File: src/rtl/dmac_pkg.sv
`timescale 1ns/1ps
package dmac_pkg;
  typedef enum logic [1:0] {SQ_IDLE, SQ_WAIT, SQ_XFER} seq_state_t;

  localparam int RAW = 4;
  localparam logic [RAW-1:0] REG_STATUS  = 4'd8;
  localparam logic [RAW-1:0] REG_SMASK   = 4'd9;
  localparam logic [RAW-1:0] REG_MODE    = 4'd10;
  localparam logic [RAW-1:0] REG_CLRPTR  = 4'd11;
  localparam logic [RAW-1:0] REG_MCLR    = 4'd12;
  localparam logic [RAW-1:0] REG_CLRMASK = 4'd13;
  localparam logic [RAW-1:0] REG_ALLMASK = 4'd14;
endpackage

File: src/rtl/dmac_regs.sv
`timescale 1ns/1ps
module dmac_regs
  import dmac_pkg::*;
#(
  parameter int NCH = 4,
  parameter int AW  = 16,
  parameter int CW  = 16,
  parameter int DW  = 8
) (
  input  logic                     clk,
  input  logic                     rst,
  input  logic                     we,
  input  logic                     re,
  input  logic [RAW-1:0]           addr,
  input  logic [DW-1:0]            wdata,
  input  logic [NCH-1:0]           drq,
  input  logic                     step,
  input  logic [((NCH>1)?$clog2(NCH):1)-1:0] step_ch,
  output logic [DW-1:0]            rdata,
  output logic [NCH-1:0][AW-1:0]   cur_addr,
  output logic [NCH-1:0][CW-1:0]   cur_cnt,
  output logic [NCH-1:0]           armed,
  output logic [NCH-1:0]           mask,
  output logic [NCH-1:0]           dir,
  output logic [NCH-1:0]           demand,
  output logic                     mclr
);
  localparam int CHW = (NCH > 1) ? $clog2(NCH) : 1;

  logic           ptr;
  logic [NCH-1:0] tc;
  logic           ch_hit;

  assign mclr   = we && (addr == REG_MCLR);
  assign ch_hit = (we || re) && !addr[RAW-1];

  always_ff @(posedge clk) begin
    if (rst || mclr) begin
      cur_addr <= '0;
      cur_cnt  <= '0;
      armed    <= '0;
      mask     <= '1;
      dir      <= '0;
      demand   <= '0;
      tc       <= '0;
      ptr      <= 1'b0;
      rdata    <= '0;
    end else begin
      if (re && addr == REG_STATUS) begin
        rdata <= DW'({drq, tc});
        tc    <= '0;
      end
      if (ch_hit) ptr <= !ptr;
      if (we && addr == REG_CLRPTR) ptr <= 1'b0;

      for (int i = 0; i < NCH; i++) begin
        if (ch_hit && addr[CHW:1] == CHW'(i)) begin
          if (re) begin
            if (!addr[0]) rdata <= ptr ? DW'(cur_addr[i][AW-1:DW]) : cur_addr[i][DW-1:0];
            else          rdata <= ptr ? DW'(cur_cnt[i][CW-1:DW])  : cur_cnt[i][DW-1:0];
          end
          if (we) begin
            if (!addr[0]) begin
              if (!ptr) cur_addr[i][DW-1:0]  <= wdata;
              else      cur_addr[i][AW-1:DW] <= (AW-DW)'(wdata);
            end else begin
              if (!ptr) cur_cnt[i][DW-1:0] <= wdata;
              else begin
                cur_cnt[i][CW-1:DW] <= (CW-DW)'(wdata);
                armed[i] <= (wdata != '0) || (cur_cnt[i][DW-1:0] != '0);
              end
            end
          end
        end
        if (we && addr == REG_MODE && wdata[CHW-1:0] == CHW'(i)) begin
          dir[i]    <= wdata[2];
          demand[i] <= wdata[3];
        end
        if (we && addr == REG_SMASK && wdata[CHW-1:0] == CHW'(i))
          mask[i] <= wdata[2];
        if (step && step_ch == CHW'(i)) begin
          cur_addr[i] <= cur_addr[i] + 1'b1;
          cur_cnt[i]  <= cur_cnt[i] - 1'b1;
          if (cur_cnt[i] == CW'(1)) begin
            armed[i] <= 1'b0;
            tc[i]    <= 1'b1;
          end
        end
      end

      if (we && addr == REG_CLRMASK) mask <= '0;
      if (we && addr == REG_ALLMASK) mask <= wdata[NCH-1:0];
    end
  end
endmodule

File: src/rtl/dmac_arb.sv
`timescale 1ns/1ps
module dmac_arb #(
  parameter int NCH = 4
) (
  input  logic [NCH-1:0]                      req,
  output logic                                gnt_vld,
  output logic [((NCH>1)?$clog2(NCH):1)-1:0]  gnt_idx
);
  localparam int CHW = (NCH > 1) ? $clog2(NCH) : 1;

  always_comb begin
    gnt_vld = |req;
    gnt_idx = '0;
    for (int i = NCH - 1; i >= 0; i--)
      if (req[i]) gnt_idx = CHW'(i);
  end
endmodule

File: src/rtl/dmac_seq.sv
`timescale 1ns/1ps
module dmac_seq
  import dmac_pkg::*;
#(
  parameter int NCH = 4,
  parameter int AW  = 16,
  parameter int CW  = 16
) (
  input  logic                                clk,
  input  logic                                rst,
  input  logic                                mclr,
  input  logic                                gnt_vld,
  input  logic [((NCH>1)?$clog2(NCH):1)-1:0]  gnt_idx,
  input  logic                                hlda,
  input  logic [NCH-1:0]                      drq,
  input  logic [NCH-1:0]                      demand,
  input  logic [NCH-1:0]                      dir,
  input  logic [AW-1:0]                       sel_addr,
  input  logic [CW-1:0]                       sel_cnt,
  output logic                                hrq,
  output logic [NCH-1:0]                      dack_n,
  output logic [AW-1:0]                       mem_addr,
  output logic                                memr_n,
  output logic                                memw_n,
  output logic                                ior_n,
  output logic                                iow_n,
  output logic                                eop_n,
  output logic                                step,
  output logic [((NCH>1)?$clog2(NCH):1)-1:0]  chan
);
  seq_state_t state;
  logic cur_dir, cur_demand, cur_drq;

  assign cur_dir    = dir[chan];
  assign cur_demand = demand[chan];
  assign cur_drq    = drq[chan];
  assign step       = (state == SQ_XFER);

  always_ff @(posedge clk) begin
    if (rst || mclr) begin
      state    <= SQ_IDLE;
      hrq      <= 1'b0;
      dack_n   <= '1;
      mem_addr <= '0;
      memr_n   <= 1'b1;
      memw_n   <= 1'b1;
      ior_n    <= 1'b1;
      iow_n    <= 1'b1;
      eop_n    <= 1'b1;
      chan     <= '0;
    end else begin
      case (state)
        SQ_IDLE: if (gnt_vld && !hlda) begin
          chan  <= gnt_idx;
          hrq   <= 1'b1;
          state <= SQ_WAIT;
        end
        SQ_WAIT: if (hlda) begin
          state    <= SQ_XFER;
          dack_n   <= ~(NCH'(1) << chan);
          memr_n   <= cur_dir;
          iow_n    <= cur_dir;
          ior_n    <= !cur_dir;
          memw_n   <= !cur_dir;
          mem_addr <= sel_addr;
          eop_n    <= !(sel_cnt == CW'(1));
        end
        SQ_XFER: begin
          if (!eop_n || (cur_demand && !cur_drq)) begin
            state  <= SQ_IDLE;
            hrq    <= 1'b0;
            dack_n <= '1;
            memr_n <= 1'b1;
            memw_n <= 1'b1;
            ior_n  <= 1'b1;
            iow_n  <= 1'b1;
            eop_n  <= 1'b1;
          end else begin
            mem_addr <= sel_addr + 1'b1;
            eop_n    <= !(sel_cnt == CW'(2));
          end
        end
        default: state <= SQ_IDLE;
      endcase
    end
  end
endmodule

File: src/rtl/dmac_core.sv
`timescale 1ns/1ps
module dmac_core
  import dmac_pkg::*;
#(
  parameter int NCH = 4,
  parameter int AW  = 16,
  parameter int CW  = 16,
  parameter int DW  = 8
) (
  input  logic            clk,
  input  logic            rst,
  input  logic [NCH-1:0]  drq,
  output logic [NCH-1:0]  dack_n,
  output logic            hrq,
  input  logic            hlda,
  output logic [AW-1:0]   mem_addr,
  output logic            memr_n,
  output logic            memw_n,
  output logic            ior_n,
  output logic            iow_n,
  output logic            eop_n,
  input  logic            cpu_we,
  input  logic            cpu_re,
  input  logic [RAW-1:0]  cpu_addr,
  input  logic [DW-1:0]   cpu_wdata,
  output logic [DW-1:0]   cpu_rdata
);
  localparam int CHW = (NCH > 1) ? $clog2(NCH) : 1;

  logic [NCH-1:0][AW-1:0] cur_addr;
  logic [NCH-1:0][CW-1:0] cur_cnt;
  logic [NCH-1:0]         armed, mask, dir, demand, eligible;
  logic                   mclr, step, gnt_vld;
  logic [CHW-1:0]         chan, gnt_idx;

  assign eligible = drq & armed & ~mask;

  dmac_regs #(.NCH(NCH), .AW(AW), .CW(CW), .DW(DW)) u_regs (
    .clk(clk), .rst(rst), .we(cpu_we), .re(cpu_re), .addr(cpu_addr),
    .wdata(cpu_wdata), .drq(drq), .step(step), .step_ch(chan),
    .rdata(cpu_rdata), .cur_addr(cur_addr), .cur_cnt(cur_cnt),
    .armed(armed), .mask(mask), .dir(dir), .demand(demand), .mclr(mclr)
  );

  dmac_arb #(.NCH(NCH)) u_arb (
    .req(eligible), .gnt_vld(gnt_vld), .gnt_idx(gnt_idx)
  );

  dmac_seq #(.NCH(NCH), .AW(AW), .CW(CW)) u_seq (
    .clk(clk), .rst(rst), .mclr(mclr), .gnt_vld(gnt_vld), .gnt_idx(gnt_idx),
    .hlda(hlda), .drq(drq), .demand(demand), .dir(dir),
    .sel_addr(cur_addr[chan]), .sel_cnt(cur_cnt[chan]),
    .hrq(hrq), .dack_n(dack_n), .mem_addr(mem_addr), .memr_n(memr_n),
    .memw_n(memw_n), .ior_n(ior_n), .iow_n(iow_n), .eop_n(eop_n),
    .step(step), .chan(chan)
  );
endmodule

File: config.mk
export PLATFORM = sky130hd
export DESIGN_NAME = dmac_core
export DESIGN_NICKNAME = d
export VERILOG_FILES = /design/src/rtl/dmac_pkg.sv /design/src/rtl/dmac_regs.sv /design/src/rtl/dmac_arb.sv /design/src/rtl/dmac_seq.sv /design/src/rtl/dmac_core.sv
export SDC_FILE = /design/constraint.sdc
export NUM_CORES = 1
export LEC_CHECK = 0
export BUFFER_PORTS_ARGS = -buffer_cell sky130_fd_sc_hd__clkbuf_2
export CAP_MARGIN = 30
export CORE_UTILIZATION = 25
export DETAILED_ROUTE_END_ITERATION = 7
export HOLD_SLACK_MARGIN = 0.08
export PLACE_DENSITY = 0.47
export SYNTH_ARGS = -nofsm -noshare
export SYNTH_HDL_FRONTEND = slang
export SYNTH_HIERARCHICAL = 1
export SYNTH_SLANG_ARGS = --single-unit
export TNS_END_PERCENT = 30
File: constraint.sdc
create_clock -name clk -period 6.35 [get_ports clk]
set_input_delay 0.635 -clock clk [delete_from_list [all_inputs] [get_ports clk]]
set_output_delay 0.635 -clock clk [all_outputs]
set_load 0.005 [all_outputs]
---- Yosys cells after proc, flatten, opt, wreduce, memory -nomap -nowiden ----
Index checks and enable logic that the tools add are counted.
word-level totals
  flip-flop bits (word level) ............. 185
  input bits .............................. 21
  output and inout port bits .............. 34
  word-level logic and storage cells ...... 305
cells by class
  $add $sub $neg .......................... 9
  order comparisons ....................... 1
  eq/ne operators ......................... 36
  shifts and indexed selects .............. 1
  muxes and demuxes ....................... 118
  bitwise logic cells ..................... 4
  reductions and logical operators ........ 96
operators with widths
  kind                                                   count
  2-to-1 mux 16 bit                                      24
  2-to-1 mux 8 bit                                       24
  adder 16 x 1 -> 16 bit, second input constant          5
  == test 16 x 1 -> 1 bit, second input constant         5
  binary-select mux 16 bit (select 2 bit)                2
  AND reduction 4 bit                                    16
  subtractor 16 x 1 -> 16 bit, second input constant     4
  2-to-1 mux 1 bit                                       46
  nonzero test 8 bit                                     5
  nonzero test 2 bit                                     18
  one-hot mux 16 bit (2 select lines)                    1
  == test 4 bit, second input constant                   7
  logical AND 1 bit                                      26
  2-to-1 mux 4 bit                                       5
  == test 16 x 2 -> 1 bit, second input constant         1
  == test 2 bit, second input constant                   7
  2-to-1 mux 2 bit                                       7
  inequality test 2 x 1 -> 1 bit, second input constant  6
  inequality test 2 bit, second input constant           6
  AND reduction 3 bit                                    4
  nonzero test 3 bit                                     4
  AND 4 bit                                              2
  == test 2 x 1 -> 1 bit, second input constant          4
  zero test 1 bit                                        8
  other kinds (12)                                       28

---- Logic depth before layout (Yosys ltp) ----
  depth in word-level cells ............... 12
  mapped depth ............................ 9
  mapped depth without buffers ............ 7

---- Hierarchy ----
The synthesis kept the hierarchy.
modules (own cells, without submodules)
  module     times used  cells each  area an instance (µm²)  seq. area each (µm²)
  dmac_regs  1           1250        9860.7                  3143.0
  dmac_seq   1           170         1532.7                  560.5
  dmac_core  1           43          849.6                   0.0
  dmac_arb   1           7           35.0                    0.0

---- Worst setup path after synthesis ----
Ideal clock, no wire load.
  kind .................................... input to register
  start ................................... input port cpu_addr[2]
  end ..................................... register u_regs/cur_addr[19] (netlist bit)
  data arrival time ....................... 2.301 ns
  data required time ...................... 6.222 ns
  setup slack ............................. 3.922 ns
  cell stages on the path ................. 7
  buffers on the path ..................... 2
  cells stage by stage .................... buf_2 -> buf_2 -> or4b_2 -> o21ai_0 -> o21ai_0 -> a221oi_1 -> nor2_1
on the way
  cells in the longest elaborated chain, start to end .. 4
  elaborated cells between the ends (all ways) .. 7
RTL lines
  what                            RTL line         source
  start: declaration              dmac_core.sv:24  input logic [RAW-1:0] cpu_addr,
  == test 2 x 1 -> 1 bit          dmac_regs.sv:57  if (ch_hit && addr[CHW:1] == CHW'(i)) begin
  logical AND 1 bit               dmac_regs.sv:57
  nonzero test 2 bit (no line)    --
  AND reduction 4 bit (no line)   --
  end signal: indexed assignment  dmac_regs.sv:64  if (!ptr) cur_addr[i][DW-1:0] <= wdata;
  end signal: indexed assignment  dmac_regs.sv:65  else cur_addr[i][AW-1:DW] <= (AW-DW)'(wdata);
  end signal: indexed assignment  dmac_regs.sv:82  cur_addr[i] <= cur_addr[i] + 1'b1;
  end: declaration                dmac_regs.sv:20  output logic [NCH-1:0][AW-1:0] cur_addr,
Several ways; a longest one is shown, not always the timed one.
A chain may end at the register's enable or synchronous reset.

---- Final worst setup path ----
  start ................................... register u_seq.state[1]
  end ..................................... register u_regs/cur_addr[7] (netlist bit)
on the way
  cells in the longest elaborated chain, start to end .. 4
  elaborated cells between the ends (all ways) .. 8
RTL lines
  what                                                                    RTL line         source
  start: declaration                                                      dmac_seq.sv:31   seq_state_t state;
  start signal: assignment                                                dmac_seq.sv:41   state <= SQ_IDLE;
  start signal: assignment                                                dmac_seq.sv:56   state <= SQ_WAIT;
  start signal: assignment                                                dmac_seq.sv:59   state <= SQ_XFER;
  == test 2 bit *                                                         dmac_seq.sv:37   assign step = (state == SQ_XFER);
  net step                                                                dmac_core.sv:33  logic mclr, step, gnt_vld;
  logical AND 1 bit *                                                     dmac_regs.sv:81  if (step && step_ch == CHW'(i)) begin
  inequality test 2 x 1 -> 1 bit (no line), or another cell as far along  --
  AND reduction 4 bit (no line)                                           --
The timed path passes the listed nets; every way through them passes the cells marked *.

==> flow_summary.ini <==
[clock_tree]
root_buffer = clkbuf_16
cts_hold_buf = 0
clk-insertion-delay-late_ns = 0.47
cts_buffer_depth = 2
cts_setup_buffers = 0
cts-buffers-inserted = 17
clkTransAtPathRegs_ns = 0.07
cts.sinks = 185
cts_resized = 0
cts_tree = done
htreeDepth = 4

[synthesis]
synth-xor-area-share_pct = 1.71
synth_top_area_cell = dfxtp_1
synth_top_cells_by_count = dfxtp_1 (185), nor2_1 (138), nand2_1 (136), a21oi_1 (99), nor3_1 (77)
async_reset_ff_share_pct = 0
yosysWarnings = 6
synth.avg_cell_area_um2 = 8.35
yosys.cell_count.top_type = dfxtp_1
syn_area_um2 = 12300
ys_seq_area_share_pct = 30.2
synth-seq-cells = 185
netlist_instances = 1470
syn_nets = 1508
synth_top_area_share_pct = 30.2
synth_ff_type = dfxtp_1
synthAdderAreaFrac_pct = 1.73
synth_mux_area_share_pct = 14.3
synth_top_family_by_area = simple AND/OR/NAND/NOR gates
synth_edf_count = 0
synth_compound_area_share_pct = 21.1
synth.distinct_cells = 89
synthSimpleGateAreaFrac_pct = 25.9
synth_area_leaders = dfxtp_1 (30%), mux4_2 (9.7%), nor2_1 (4.2%), nand2_1 (4.2%), a21oi_1 (4.0%)

[die]
start_util_pct = 25.6
fp.dieH_um = 224
core-area_um2 = 48000
dieArea_um2 = 50000
core.rowCount = 80
top_level_ports = 55
die_x_um = 224

[critical_path]
reg2reg_to = u_regs/cur_addr[7]
cp_cell_sequence = nor2b_1 > buf_4 > or3b_2 > or4_1 > and3b_1 > a211oi_1 > nor2_1
start_kind = flop
r2r-start = u_seq/state[1]
critPathArrivalTime_ns = 3.61
crit_family = simple AND/OR/NAND/NOR gates
crit_path_end_kind = flop
r2r_setup_slack_ns = 3.07
critical_path_class = flop to flop
cp.required_ns = 6.68
crit_buf_inv = 1
reg2reg_depth = 7
cp_slowest_stage_delay_ns = 0.78
critical-path-slowest-cell = or3b_2
crit_fanout = 34

[flow_run]
max-cap-violations = 0

[timing]
fin_skew_ns = 0.0125
rsz0062_at_grt = no
clock.fmax_mhz = 305
hold_violations = 0
slew_viol_final = 0
tns_ns = 0
worst_pin_slew_ns = 0.978
period_needed_ns = 3.28
setup_viol = 0
slew_headroom_pct = 33.9
fin_crit_sh_pct = 51.6

[min_path]
hold_path.class = input pin to flop
min_to = u_seq/state[0]
min_path_cells = 2
worstHoldStart = hlda

[detailed_routing]
viasPerCell = 5.97
drtAntennaViolNets = 0
num_vias = 12500
wl_per_cell_um = 24.8
drt_iter0_markers = 1532
drt-total-wl_um = 51800
dr.pass1.iters = 5
drcViolationCount = 0

[layout]
nets = 1499
antenna_cells = 0
area_delta_synth_final_pct = 10.5
drive_gt1_share_pct = 14.7

[power]
p_per_area_nw_per_um2 = 189
power_frac_clock_pct = 45.6
p_total_w = 0.00257
p_leak_nw = 4.41
p_int_w = 0.00188
power.share.sequential_pct = 46.5
switching_share_pct = 27.0
p_switching_w = 0.000694
pwr-share-comb_pct = 8.0
ir_drop_mv = 0.202

[placement]
io_buffers = 54
hpwl_um = 36900
gp_congestion = 0.950

[grt]
grt_pass1_wl_um = 76600
grt_max_degree = 57
grt_pass1_vias = 11500
grt-ovfl-total = 0
grt_antenna_before_repair = 4
grt_use_total_pct = 20.5

[outcome]
status = finished, final reports clean
registers in the layout, indices dropped and copies added, names as in the netlist, 2 cells and up:
name / cells
u_regs/mask: 4
u_regs/cur_cnt: 64
u_seq/mem_addr: 16
u_regs/demand: 4
u_regs/cur_addr: 64
u_seq/state: 2
u_regs/tc: 4
u_seq/chan: 2
u_regs/armed: 4
u_seq/dack_n: 4
u_regs/rdata: 8
u_regs/dir: 4
cell families after synthesis:
logic type,after synthesis
compound gates,396
xor+xnor,24
fa+ha+maj,17
simple gates,620
mux,102
flops,185
buf+inv,126
placed cells by master, fill, tap and decap left out, types with 16 or more instances in the layout:
cell type	instances
dfxtp_1	183
nor2_1	137
nand2_1	136
a21oi_1	99
nor3_1	77
nand3_1	73
o21ai_0	68
clkbuf_2	54
mux4_2	53
a31oi_1	46
mux2i_1	40
nand4_1	31
and3_1	24
o211ai_1	23
buf_4	22
inv_1	21
nor4_1	21
a211oi_1	19
clkbuf_16	17
or3_1	17
ha_1	17
o22ai_1	16
layout make-up:
cell class | count | area, µm²
Clock buffer | 20 | 457
Clock inverter | 12 | 165
Fill cell | 5129 | 34500
Inverter | 21 | 78.8
Multi-Input combinational cell | 1159 | 7960
Sequential cell | 185 | 3710
Tap cell | 615 | 769
Timing Repair Buffer | 77 | 440
per-layer routing:
| layer | share of wire [%] | global-route usage [%] | wire length (µm) | vias to the layer above |
|---|---|---|---|---|
| met5 | 0.24 | 0 | 124 | - |
| met4 | 3.4 | 8.31 | 1740 | 8 |
| met3 | 9.2 | 5.48 | 4760 | 108 |
| met2 | 44 | 31.0 | 22800 | 648 |
| met1 | 43 | 27.6 | 22400 | 6108 |
| li1 | - | - | - | 5608 |
worst max path at each step:
stage,startpoint,endpoint,slack [ns],depth (start not counted)
floorplan,cpu_addr[2],u_regs/cur_addr[19],3.92,7
global placement,cpu_addr[0],u_regs/cur_cnt[38],3.10,7
detailed placement,cpu_addr[0],u_regs/cur_cnt[38],2.99,7
CTS,u_seq/state[1],u_regs/cur_addr[7],3.11,7
global route,u_seq/state[1],u_regs/cur_addr[7],2.89,7
finish,u_seq/state[1],u_regs/cur_addr[7],3.07,7
metrics by stage:
stage          cells  hold WS (ns)  cell area [µm²]  utilization (%)  setup WS, ns
2_1_floorplan   1470         0.437            12300                -          3.92
3_3_place_gp    2056         0.447            12900             26.9          3.10
3_5_place_dp    2057         0.448            13000             27.0          2.99
4_1_cts         2089         0.367            13600             28.2          3.11
5_1_grt         2089         0.376            13600             28.2          2.89
6_report        2089         0.391            13600             28.2          3.07
power groups by stage:
stage,combinational [W],clock (W),sequential (W)
finish,0.000204,0.00117,0.00119
global route,0.000217,0.00124,0.00119
CTS,0.000202,0.00119,0.00119
detailed placement,0.000201,0,0.00122
global placement,0.000199,0,0.00122
floorplan,0.000130,0,0.00121
No activity file was read; power rests on OpenSTA's default activity.
